[src/rtl/mdu_pkg.sv]
package mdu_pkg;

  typedef enum logic [1:0] {
    OP_MUL_S = 2'b00,
    OP_MUL_U = 2'b01,
    OP_DIV_S = 2'b10,
    OP_DIV_U = 2'b11
  } mdu_op_e;

  typedef enum logic [1:0] {
    ST_IDLE = 2'd0,
    ST_RUN  = 2'd1,
    ST_FIX  = 2'd2
  } mdu_state_e;

  // sign handling decided at accept time, applied after the last iteration
  typedef struct packed {
    logic is_div;
    logic neg_lo;    // negate product / quotient
    logic neg_hi;    // negate remainder (divide only)
    logic div_zero;  // divisor was zero
  } mdu_ctl_t;

endpackage

[src/rtl/mdu_operand_prep.sv]
module mdu_operand_prep
  import mdu_pkg::*;
#(
  parameter int W = 32
) (
  input  logic [1:0]   op_code,
  input  logic [W-1:0] src_a,
  input  logic [W-1:0] src_b,
  output logic [W-1:0] mag_a,
  output logic [W-1:0] mag_b,
  output mdu_ctl_t     ctl
);

  logic is_signed;
  logic is_div;
  logic sgn_a;
  logic sgn_b;

  always_comb begin
    is_signed = ~op_code[0];
    is_div    = op_code[1];
    sgn_a     = is_signed & src_a[W-1];
    sgn_b     = is_signed & src_b[W-1];
    mag_a     = sgn_a ? (~src_a + 1'b1) : src_a;
    mag_b     = sgn_b ? (~src_b + 1'b1) : src_b;

    ctl.is_div   = is_div;
    ctl.neg_lo   = sgn_a ^ sgn_b;
    ctl.neg_hi   = is_div ? sgn_a : (sgn_a ^ sgn_b);
    ctl.div_zero = is_div & (src_b == '0);
  end

endmodule

[src/rtl/mdu_iter_core.sv]
module mdu_iter_core #(
  parameter int W = 32
) (
  input  logic         clk,
  input  logic         rst_n,
  input  logic         load,
  input  logic         step,
  input  logic         is_div,
  input  logic [W-1:0] mag_a,
  input  logic [W-1:0] mag_b,
  output logic [W-1:0] acc,
  output logic [W-1:0] qr
);

  logic [W-1:0] dvs;
  logic [W-1:0] acc_n;
  logic [W-1:0] qr_n;

  // multiply: add-and-shift right over {acc, qr}
  logic [W:0]   mul_sum;
  // divide: restoring step over {acc, qr}, shifting left
  logic [W:0]   div_shift;
  logic [W+1:0] div_diff;

  always_comb begin
    mul_sum   = {1'b0, acc} + ({1'b0, dvs} & {(W+1){qr[0]}});
    div_shift = {acc, qr[W-1]};
    div_diff  = {1'b0, div_shift} - {2'b00, dvs};

    if (is_div) begin
      if (div_diff[W+1]) begin
        acc_n = div_shift[W-1:0];
        qr_n  = {qr[W-2:0], 1'b0};
      end else begin
        acc_n = div_diff[W-1:0];
        qr_n  = {qr[W-2:0], 1'b1};
      end
    end else begin
      acc_n = mul_sum[W:1];
      qr_n  = {mul_sum[0], qr[W-1:1]};
    end
  end

  always_ff @(posedge clk or negedge rst_n) begin
    if (!rst_n) begin
      acc <= '0;
      qr  <= '0;
      dvs <= '0;
    end else if (load) begin
      acc <= '0;
      qr  <= mag_a;
      dvs <= mag_b;
    end else if (step) begin
      acc <= acc_n;
      qr  <= qr_n;
    end
  end

endmodule

[src/rtl/mdu_sign_fix.sv]
module mdu_sign_fix
  import mdu_pkg::*;
#(
  parameter int W = 32
) (
  input  logic [W-1:0] acc,
  input  logic [W-1:0] qr,
  input  mdu_ctl_t     ctl,
  output logic [W-1:0] hi_n,
  output logic [W-1:0] lo_n
);

  logic [2*W-1:0] prod;
  logic [2*W-1:0] prod_fix;

  always_comb begin
    prod     = {acc, qr};
    prod_fix = ctl.neg_lo ? (~prod + 1'b1) : prod;

    if (ctl.is_div) begin
      hi_n = ctl.neg_hi ? (~acc + 1'b1) : acc;
      if (ctl.div_zero)
        lo_n = '1;
      else
        lo_n = ctl.neg_lo ? (~qr + 1'b1) : qr;
    end else begin
      hi_n = prod_fix[2*W-1:W];
      lo_n = prod_fix[W-1:0];
    end
  end

endmodule

[src/rtl/mdu_unit.sv]
module mdu_unit
  import mdu_pkg::*;
#(
  parameter int W = 32
) (
  input  logic         clk,
  input  logic         rst_n,
  input  logic         op_valid,
  output logic         op_ready,
  input  logic [1:0]   op_code,
  input  logic [W-1:0] src_a,
  input  logic [W-1:0] src_b,
  output logic [W-1:0] hi_q,
  output logic [W-1:0] lo_q
);

  localparam int CNT_W = $clog2(W);
  localparam logic [CNT_W-1:0] LAST_STEP = CNT_W'(W - 1);

  mdu_state_e     state;
  logic [CNT_W-1:0] cnt;
  mdu_ctl_t       ctl_in;
  mdu_ctl_t       ctl_r;
  logic [W-1:0]   mag_a;
  logic [W-1:0]   mag_b;
  logic [W-1:0]   acc;
  logic [W-1:0]   qr;
  logic [W-1:0]   hi_n;
  logic [W-1:0]   lo_n;
  logic           accept;

  assign op_ready = (state == ST_IDLE);
  assign accept   = op_valid && op_ready;

  mdu_operand_prep #(.W(W)) u_prep (
    .op_code (op_code),
    .src_a   (src_a),
    .src_b   (src_b),
    .mag_a   (mag_a),
    .mag_b   (mag_b),
    .ctl     (ctl_in)
  );

  mdu_iter_core #(.W(W)) u_core (
    .clk    (clk),
    .rst_n  (rst_n),
    .load   (accept),
    .step   (state == ST_RUN),
    .is_div (ctl_r.is_div),
    .mag_a  (mag_a),
    .mag_b  (mag_b),
    .acc    (acc),
    .qr     (qr)
  );

  mdu_sign_fix #(.W(W)) u_fix (
    .acc  (acc),
    .qr   (qr),
    .ctl  (ctl_r),
    .hi_n (hi_n),
    .lo_n (lo_n)
  );

  always_ff @(posedge clk or negedge rst_n) begin
    if (!rst_n) begin
      state <= ST_IDLE;
      cnt   <= '0;
      ctl_r <= '0;
      hi_q  <= '0;
      lo_q  <= '0;
    end else begin
      case (state)
        ST_IDLE: begin
          if (accept) begin
            ctl_r <= ctl_in;
            cnt   <= '0;
            state <= ST_RUN;
          end
        end
        ST_RUN: begin
          cnt <= cnt + 1'b1;
          if (cnt == LAST_STEP)
            state <= ST_FIX;
        end
        ST_FIX: begin
          hi_q  <= hi_n;
          lo_q  <= lo_n;
          state <= ST_IDLE;
        end
        default: state <= ST_IDLE;
      endcase
    end
  end

endmodule

[config.mk]
export PLATFORM = sky130hd
export DESIGN_NAME = mdu_unit
export DESIGN_NICKNAME = d
export VERILOG_FILES = /design/src/rtl/mdu_pkg.sv /design/src/rtl/mdu_operand_prep.sv /design/src/rtl/mdu_iter_core.sv /design/src/rtl/mdu_sign_fix.sv /design/src/rtl/mdu_unit.sv
export SDC_FILE = /design/constraint.sdc
export NUM_CORES = 1
export LEC_CHECK = 0
export BUFFER_PORTS_ARGS = -buffer_cell sky130_fd_sc_hd__buf_2
export CAP_MARGIN = 30
export CORE_MARGIN = 2
export CORE_UTILIZATION = 55
export CTS_CLUSTER_SIZE = 28
export DETAILED_ROUTE_END_ITERATION = 10
export PLACE_DENSITY_LB_ADDON = 0.15
export SYNTH_ARGS = -nofsm -noshare
export SYNTH_HDL_FRONTEND = slang
export SYNTH_SLANG_ARGS = --single-unit
export TNS_END_PERCENT = 100
[constraint.sdc]
create_clock -name clk -period 7.3 [get_ports clk]
set_input_delay 1.825 -clock clk [delete_from_list [all_inputs] [get_ports clk]]
set_output_delay 1.825 -clock clk [all_outputs]
set_load 0.02 [all_outputs]
==> results of run 1 <==
## worst min-delay path, stage by stage, from the launching register on
cell	delay, ns
dfrtp_1	0.34
nand2_1	0.04
o21ai_0	0.06
## worst paths after layout
kind / start / to / slack, ns / cells after the start
worst max-delay path: u_core.acc[10]$_DFFE_PN0P_ / u_core.acc[24]$_DFFE_PN0P_ / 2.76 / 11
worst min-delay path: hi_q[19]$_DFFE_PN0N_ / hi_q[19]$_DFFE_PN0N_ / 0.47 / 2
max in group asynchronous: rst_n / ctl_r[3]$_DFFE_PN0P_ / 4.59 / 2
worst min register to register: hi_q[19]$_DFFE_PN0N_ / hi_q[19]$_DFFE_PN0N_ / 0.47 / 2
worst max register to register: u_core.acc[10]$_DFFE_PN0P_ / u_core.acc[24]$_DFFE_PN0P_ / 2.76 / 11
min in group asynchronous: rst_n / hi_q[0]$_DFFE_PN0N_ / 1.45 / 1
## kinds of logic after synthesis
logic type,synth area share (%)
mux,4.48
xor+xnor,10.3
flops,31.2
compound gates,24.3
buf+inv,4.81
simple gates,18.2
fa+ha+maj,6.67
## cells in the final DEF (no fill, tap or decap), drive strengths merged, types with 6 or more instances in the layout
| master | synthesis | final |
|---|---|---|
| nand3 | 35 | 35 |
| nand4 | 12 | 12 |
| dfrtp | 171 | 171 |
| a31oi | 18 | 18 |
| nand2b | 11 | 11 |
| xor2 | 85 | 85 |
| a211oi | 14 | 14 |
| clkbuf | 78 | 17 |
| o31ai | 21 | 21 |
| o221ai | 7 | 7 |
| nor3 | 34 | 34 |
| inv | 68 | 76 |
| o21ai | 194 | 194 |
| or4 | 12 | 12 |
| a22oi | 22 | 22 |
| xnor2 | 77 | 77 |
| nor2 | 139 | 139 |
| and2 | 9 | 9 |
| a21oi | 138 | 138 |
| mux2i | 58 | 58 |
| nand2 | 209 | 209 |
| o41ai | 17 | 17 |
| nor2b | 15 | 15 |
| ha | 70 | 70 |
| o21bai | 8 | 8 |
| a21o | 28 | 28 |
| and3 | 8 | 8 |
| o211ai | 35 | 35 |
| buf | 13 | 149 |
| o21a | 10 | 10 |
| clkinv | 0 | 6 |
| nor4 | 20 | 20 |
| or3 | 14 | 14 |
## per-layer routing
| layer | wire length (um) | vias to the layer above | global-route usage, % |
|---|---|---|---|
| li1 | - | 6315 | - |
| met1 | 19100 | 6204 | 45.7 |
| met2 | 17900 | 488 | 48.0 |
| met3 | 2610 | 61 | 4.01 |
| met4 | 925 | 0 | 8.00 |
| met5 | 0 | - | 0 |
## report_power, final
part           internal, W  switching (W)
Sequential         0.00131       0.000606
Combinational      0.00207        0.00302
Clock             0.000455       0.000457
## per-stage QoR
stage / util, % / total power, W / hold slack, ns / area, sq um / instances
final: 62.0 / 0.00792 / 0.474 / 15100 / 2126
after global routing: 62.0 / 0.00855 / 0.505 / 15100 / 2124
after CTS: 62.0 / 0.00783 / 0.481 / 15100 / 2123
after detailed placement: 59.6 / 0.00689 / 0.465 / 14500 / 2092
after global placement: 59.6 / 0.00681 / 0.456 / 14500 / 2090
after floorplan: - / 0.00558 / 0.449 / 13700 / 1712
## area by class of cell
type / instances / area [sq um] / area share (%)
sequential: 171 / 4280 / 28.3
timing repair buffer: 149 / 801 / 5.29
clock buffer: 17 / 425 / 2.81
clock inverter: 14 / 146 / 0.967
inverter: 68 / 255 / 1.69
multi-input combinational: 1381 / 8810 / 58.2
antenna: 2 / 5.00 / 0.0331
tap: 324 / 405 / 2.68
## registers in the layout, indices dropped and copies added (netlist names)
signal	count
hi_q	32
lo_q	32
u_core.acc	32
u_core.dvs	32
u_core.qr	32
cnt	5
ctl_r	4
state	2
==> results by group, run 1 <==
Global route
  • Largest net degree at the start of global routing: 87
  • Vias in the first global route: 12100
  • First-pass GRT wire length: 64.7 mm
  • Initial antenna violation count: 1
  • Total grt overflow: 0
  • Gr usage total: 30.9%

CTS
  • Post-CTS Setup Repair Bufs: 0
  • Hold-fix buffers at CTS: 0
  • CTS tree: yes
  • CTS max path bufs: 2
  • Clk sinks: 171
  • Worst-Skew Late Latency: 0.45 ns
  • CTS clk-pin slew, worst paths: 0.08 ns
  • H-tree depth: 4
  • CTS root buf: clkbuf_16
  • CTS Buf Count: 17
  • CTS resizes: 0

Synthesis
  • Ys async rst share: 100%
  • List of most frequent post-synthesis cells: nand2_1, o21ai_0, dfrtp_1
  • Synth top area share: 31.2%
  • Syn Std Cell Area: 0.0137 sq mm
  • Synth cell types: 74
  • Most frequent cell after synthesis: nand2_1
  • Yosys reg bits: 171
  • Main synth FF type: dfrtp_1
  • Yosys top cell by area: dfrtp_1
  • Sequential share of the synthesized area: 31.2%
  • Yosys warnings: 0
  • Post-Syn Nets: 1853
  • Top post-synthesis cells by area: dfrtp_1, o21ai_0, ha_1
  • Mapped Avg Cell Area: 8.02 sq um
  • Post-synth EDFFs: 0
  • Syn Inst Count: 1712

Floorplan
  • Die ar.: 0.0262 sq mm
  • Die width: 162 um
  • Initial Utilization: 56.3%
  • IO Pins: 134
  • Rows: 57
  • Core area: 0.0244 sq mm
  • Die height: 162 um

Finish
  • Fraction of layout instances using a drive strength above 1: 11.6%
  • Nets: 1929
  • Area Overhead vs Synth: 10.3%
  • # fillers: 2218

Worst setup path
  • Critical path buffer and inverter count: 1
  • WS Path Type: reg -> reg
  • WP data required: 7.63 ns
  • Crit-path cells: ha_1, nand2_1, o21ai_0, or3_1, o22a_1, o2111ai_1, a21oi_1, or3_1, buf_4, mux2_2, a221o_1
  • Critical path launch point type: flop
  • CP top delay family: compound AO/OA/AOI/OAI gates
  • Critical Path AT: 4.87 ns
  • Worst Path Max Fanout: 17
  • CP most frequent cell: or3_1
  • Max incr delay on CP: 0.75 ns
  • Crit path max-delay cell type: or3_1
  • Crit. End Element: flop

Outcome
  • Status: finished clean

STA
  • Max Clock Skew: 0.0156 ns
  • Final WS setup: 2.76 ns
  • Maximum clock frequency: 220 MHz
  • Slew Limit Fails: 0
  • Finish-stage setup viols: 0
  • RSZ-0062 raised after global routing: false
  • Worst-Margin Slew: 1.04 ns
  • Post-Route Setup TNS: 0 ns
  • Relative slew margins: 30.3%
  • Final Critical Period: 4.54 ns
  • Final period util: 62.1%
  • Final Hold Fails: 0

Placed design
  • Setup WS pre-CTS: 2.42 ns
  • I/O Buffers: 133
  • GP Congestion: 0.956
  • Post-DP HPWL: 30.1 mm

Drt
  • Post-route ant nets: 0
  • Wirelength per Cell: 19.0 um
  • Vias per inst: 6.15
  • Via count: 13100
  • Drt pass-1 iters: 7
  • Residual DRC: 0
  • Final wirelength: 40.5 mm
  • Initial DRC Count: 1254

Run
  • Max cap viols: 0

Power
  • Leakage: 6.84 nW
  • Peak VDD IR: 0.200 mV
  • PD cells: 523 mW/mm^2

Worst hold path
  • Min-Delay Path Class: reg -> reg
(Power assumes the default switching activity.)
==> inputs of run 2 (changes only) <==
==> constraint.sdc (replaced) <==
create_clock -name clk -period 3.8 [get_ports clk]
set_input_delay 0.95 -clock clk [delete_from_list [all_inputs] [get_ports clk]]
set_output_delay 0.95 -clock clk [all_outputs]
set_load 0.02 [all_outputs]
==> results by group, run 2 (synthesis results as in run 1) <==
STA
  • Final period util: 97.2% (+35 points)
  • RSZ-0062 raised after global routing: false
  • Slew Limit Fails: 0 (unchanged)
  • Worst-Margin Slew: 1.05 ns (+0.00321 ns)
  • Finish-stage setup viols: 0 (unchanged)
  • Final Critical Period: 3.69 ns (-0.842 ns)
  • Max Clock Skew: 0.0173 ns (+0.00176 ns)
  • Relative slew margins: 30.1% (-0.19 points)
  • Post-Route Setup TNS: 0 ns (unchanged)
  • Maximum clock frequency: 271 MHz (+23%)
  • Final Hold Fails: 0 (unchanged)

Drt
  • Post-route ant nets: 0 (unchanged)
  • Final wirelength: 42.4 mm (+4.8%)
  • Initial DRC Count: 1231 (-1.8%)
  • Wirelength per Cell: 19.4 um (+1.9%)
  • Drt pass-1 iters: 7 (unchanged)
  • Vias per inst: 6.13 (-0.19%)
  • Residual DRC: 0 (unchanged)
  • Via count: 13400 (+2.7%)

Global route
  • Initial antenna violation count: 1 (unchanged)
  • First-pass GRT wire length: 67.2 mm (+3.9%)
  • Total grt overflow: 0 (unchanged)
  • Vias in the first global route: 12400 (+2.5%)
  • Gr usage total: 32.3% (+1.3 points)
  • Largest net degree at the start of global routing: 83 (-4.6%)

CTS
  • H-tree depth: 4 (unchanged)
  • CTS resizes: 0 (unchanged)
  • CTS root buf: clkbuf_16
  • CTS Buf Count: 17 (unchanged)
  • Hold-fix buffers at CTS: 0 (unchanged)
  • Post-CTS Setup Repair Bufs: 0 (unchanged)
  • CTS max path bufs: 2 (unchanged)
  • CTS tree: yes
  • Clk sinks: 171 (unchanged)
  • CTS clk-pin slew, worst paths: 0.08 ns (about the same)
  • Worst-Skew Late Latency: 0.45 ns (about the same)

Worst setup path
  • Crit-path cells: or4_4, or4b_4, nor4_1, buf_4, nand2_1, nor2_1, buf_4, o22ai_1, xnor2_1, o21ai_0
  • Critical Path AT: 4.00 ns (-0.87 ns)
  • Worst Path Max Fanout: 6 (-11)
  • Critical path origin: u_core.qr[12]$_DFFE_PN0P_
  • WS Path Type: reg -> reg
  • CP most frequent cell: buf_4
  • Crit path max-delay cell type: or4_4
  • Worst reg2reg startpoint: u_core.qr[12]$_DFFE_PN0P_
  • Critical path launch point type: flop
  • Max incr delay on CP: 0.58 ns (-0.17 ns)
  • WP data required: 4.10 ns (-3.53 ns)
  • Crit. End Element: flop

Finish
  • Most frequent cells in the layout: nand2_1, o21ai_0, dfrtp_1
  • Area Overhead vs Synth: 14.1%
  • Commonest non-fill, non-tap cell in the layout: nand2_1
  • Nets: 1991 (+3.2%)
  • Cell area after layout: 0.0157 sq mm (+3.4%)
  • Fraction of layout instances using a drive strength above 1: 14.7% (+3.0 points)
  • # fillers: 2202 (-0.72%)

Placed design
  • I/O Buffers: 133 (unchanged)
  • Placed cell area: 0.0150 sq mm (+3.2%)
  • Post-DP HPWL: 32.3 mm (+7.1%)
  • GP Congestion: 0.971 (+1.6%)

Power
  • PD cells: 1020 mW/mm^2 (+94%)
  • Leakage: 7.17 nW (+4.9%)
  • Peak VDD IR: 0.492 mV (+150%)

Floorplan
  • Rows: 57 (unchanged)
  • IO Pins: 134 (unchanged)
  • Die width: 162 um (unchanged)
  • Die height: 162 um (unchanged)
  • Core area: 0.0244 sq mm (unchanged)
  • Die ar.: 0.0262 sq mm (unchanged)
  • Initial Utilization: 56.3% (unchanged)

Worst hold path
  • Min-Delay Path Class: reg -> reg
  • Hold_sp: hi_q[9]$_DFFE_PN0N_

Outcome
  • Status: finished clean

Run
  • Max cap viols: 0 (unchanged)
## run 2: cell count changes in the layout (fill, tap and decap cells not counted), sizes merged
cell    before  now
inv         76   75
diode        2    1
buf        149  211
clkbuf      17   18
bufinv       0    1
## run 2: per-layer routing
layer  wire length, um  share of wire [%]  track usage (%)
met2             18800                 44             49.1
met3              3010                7.1             4.78
met4               999                2.4             8.57
met1             19600                 46             48.0
met5                 0                  0                0
## run 2: final cells by class
| class | instances | area, sq um | share of cell area, % |
|---|---|---|---|
| Inverter | 68 | 255 | 1.63 |
| Multi-Input combinational cell | 1381 | 8810 | 56.3 |
| Tap cell | 324 | 405 | 2.59 |
| Sequential cell | 171 | 4280 | 27.3 |
| Clock buffer | 18 | 439 | 2.81 |
| Clock inverter | 14 | 191 | 1.22 |
| Timing Repair Buffer | 211 | 1270 | 8.11 |
| Antenna cell | 1 | 2.50 | 0.0160 |
## run 2: path summary, 6_finish.rpt
check	to	slack (ns)	cells past startpoint
max	hi_q[7]$_DFFE_PN0N_	0.11	10
min	hi_q[9]$_DFFE_PN0N_	0.47	2
max reg2reg	hi_q[7]$_DFFE_PN0N_	0.11	10
min reg2reg	hi_q[9]$_DFFE_PN0N_	0.47	2
max in group asynchronous	u_core.acc[3]$_DFFE_PN0P_	2.46	2
min in group asynchronous	hi_q[22]$_DFFE_PN0N_	0.53	1
## run 2: critical path: cells and delay by family, from the launching register on
family / cells / cell delay (ns)
buf+inv: 2 / 0.40
compound gates: 2 / 0.21
simple gates: 5 / 2.16
xor+xnor: 1 / 0.31
flops: 1 / 0.46
## run 2: through the flow
step | cells | utilization [%] | hold slack (ns) | power, W | setup slack, ns
after floorplan | 1712 | - | 0.449 | 0.0107 | 0.468
after global placement | 2155 | 61.6 | 0.458 | 0.0136 | 0.213
after detailed placement | 2155 | 61.6 | 0.465 | 0.0137 | 0.259
after CTS | 2187 | 64.2 | 0.482 | 0.0157 | 0.224
after global routing | 2187 | 64.2 | 0.508 | 0.0171 | 0.0816
final | 2188 | 64.2 | 0.474 | 0.0159 | 0.105
## run 2: power by group
group	leakage [nW]	internal [W]	switching [W]	total [W]
Sequential	2.04	0.00252	0.000725	0.00324
Clock	0.307	0.000974	0.000912	0.00189
Combinational	4.83	0.00431	0.00646	0.0108
Total	7.17	0.00780	0.00810	0.0159
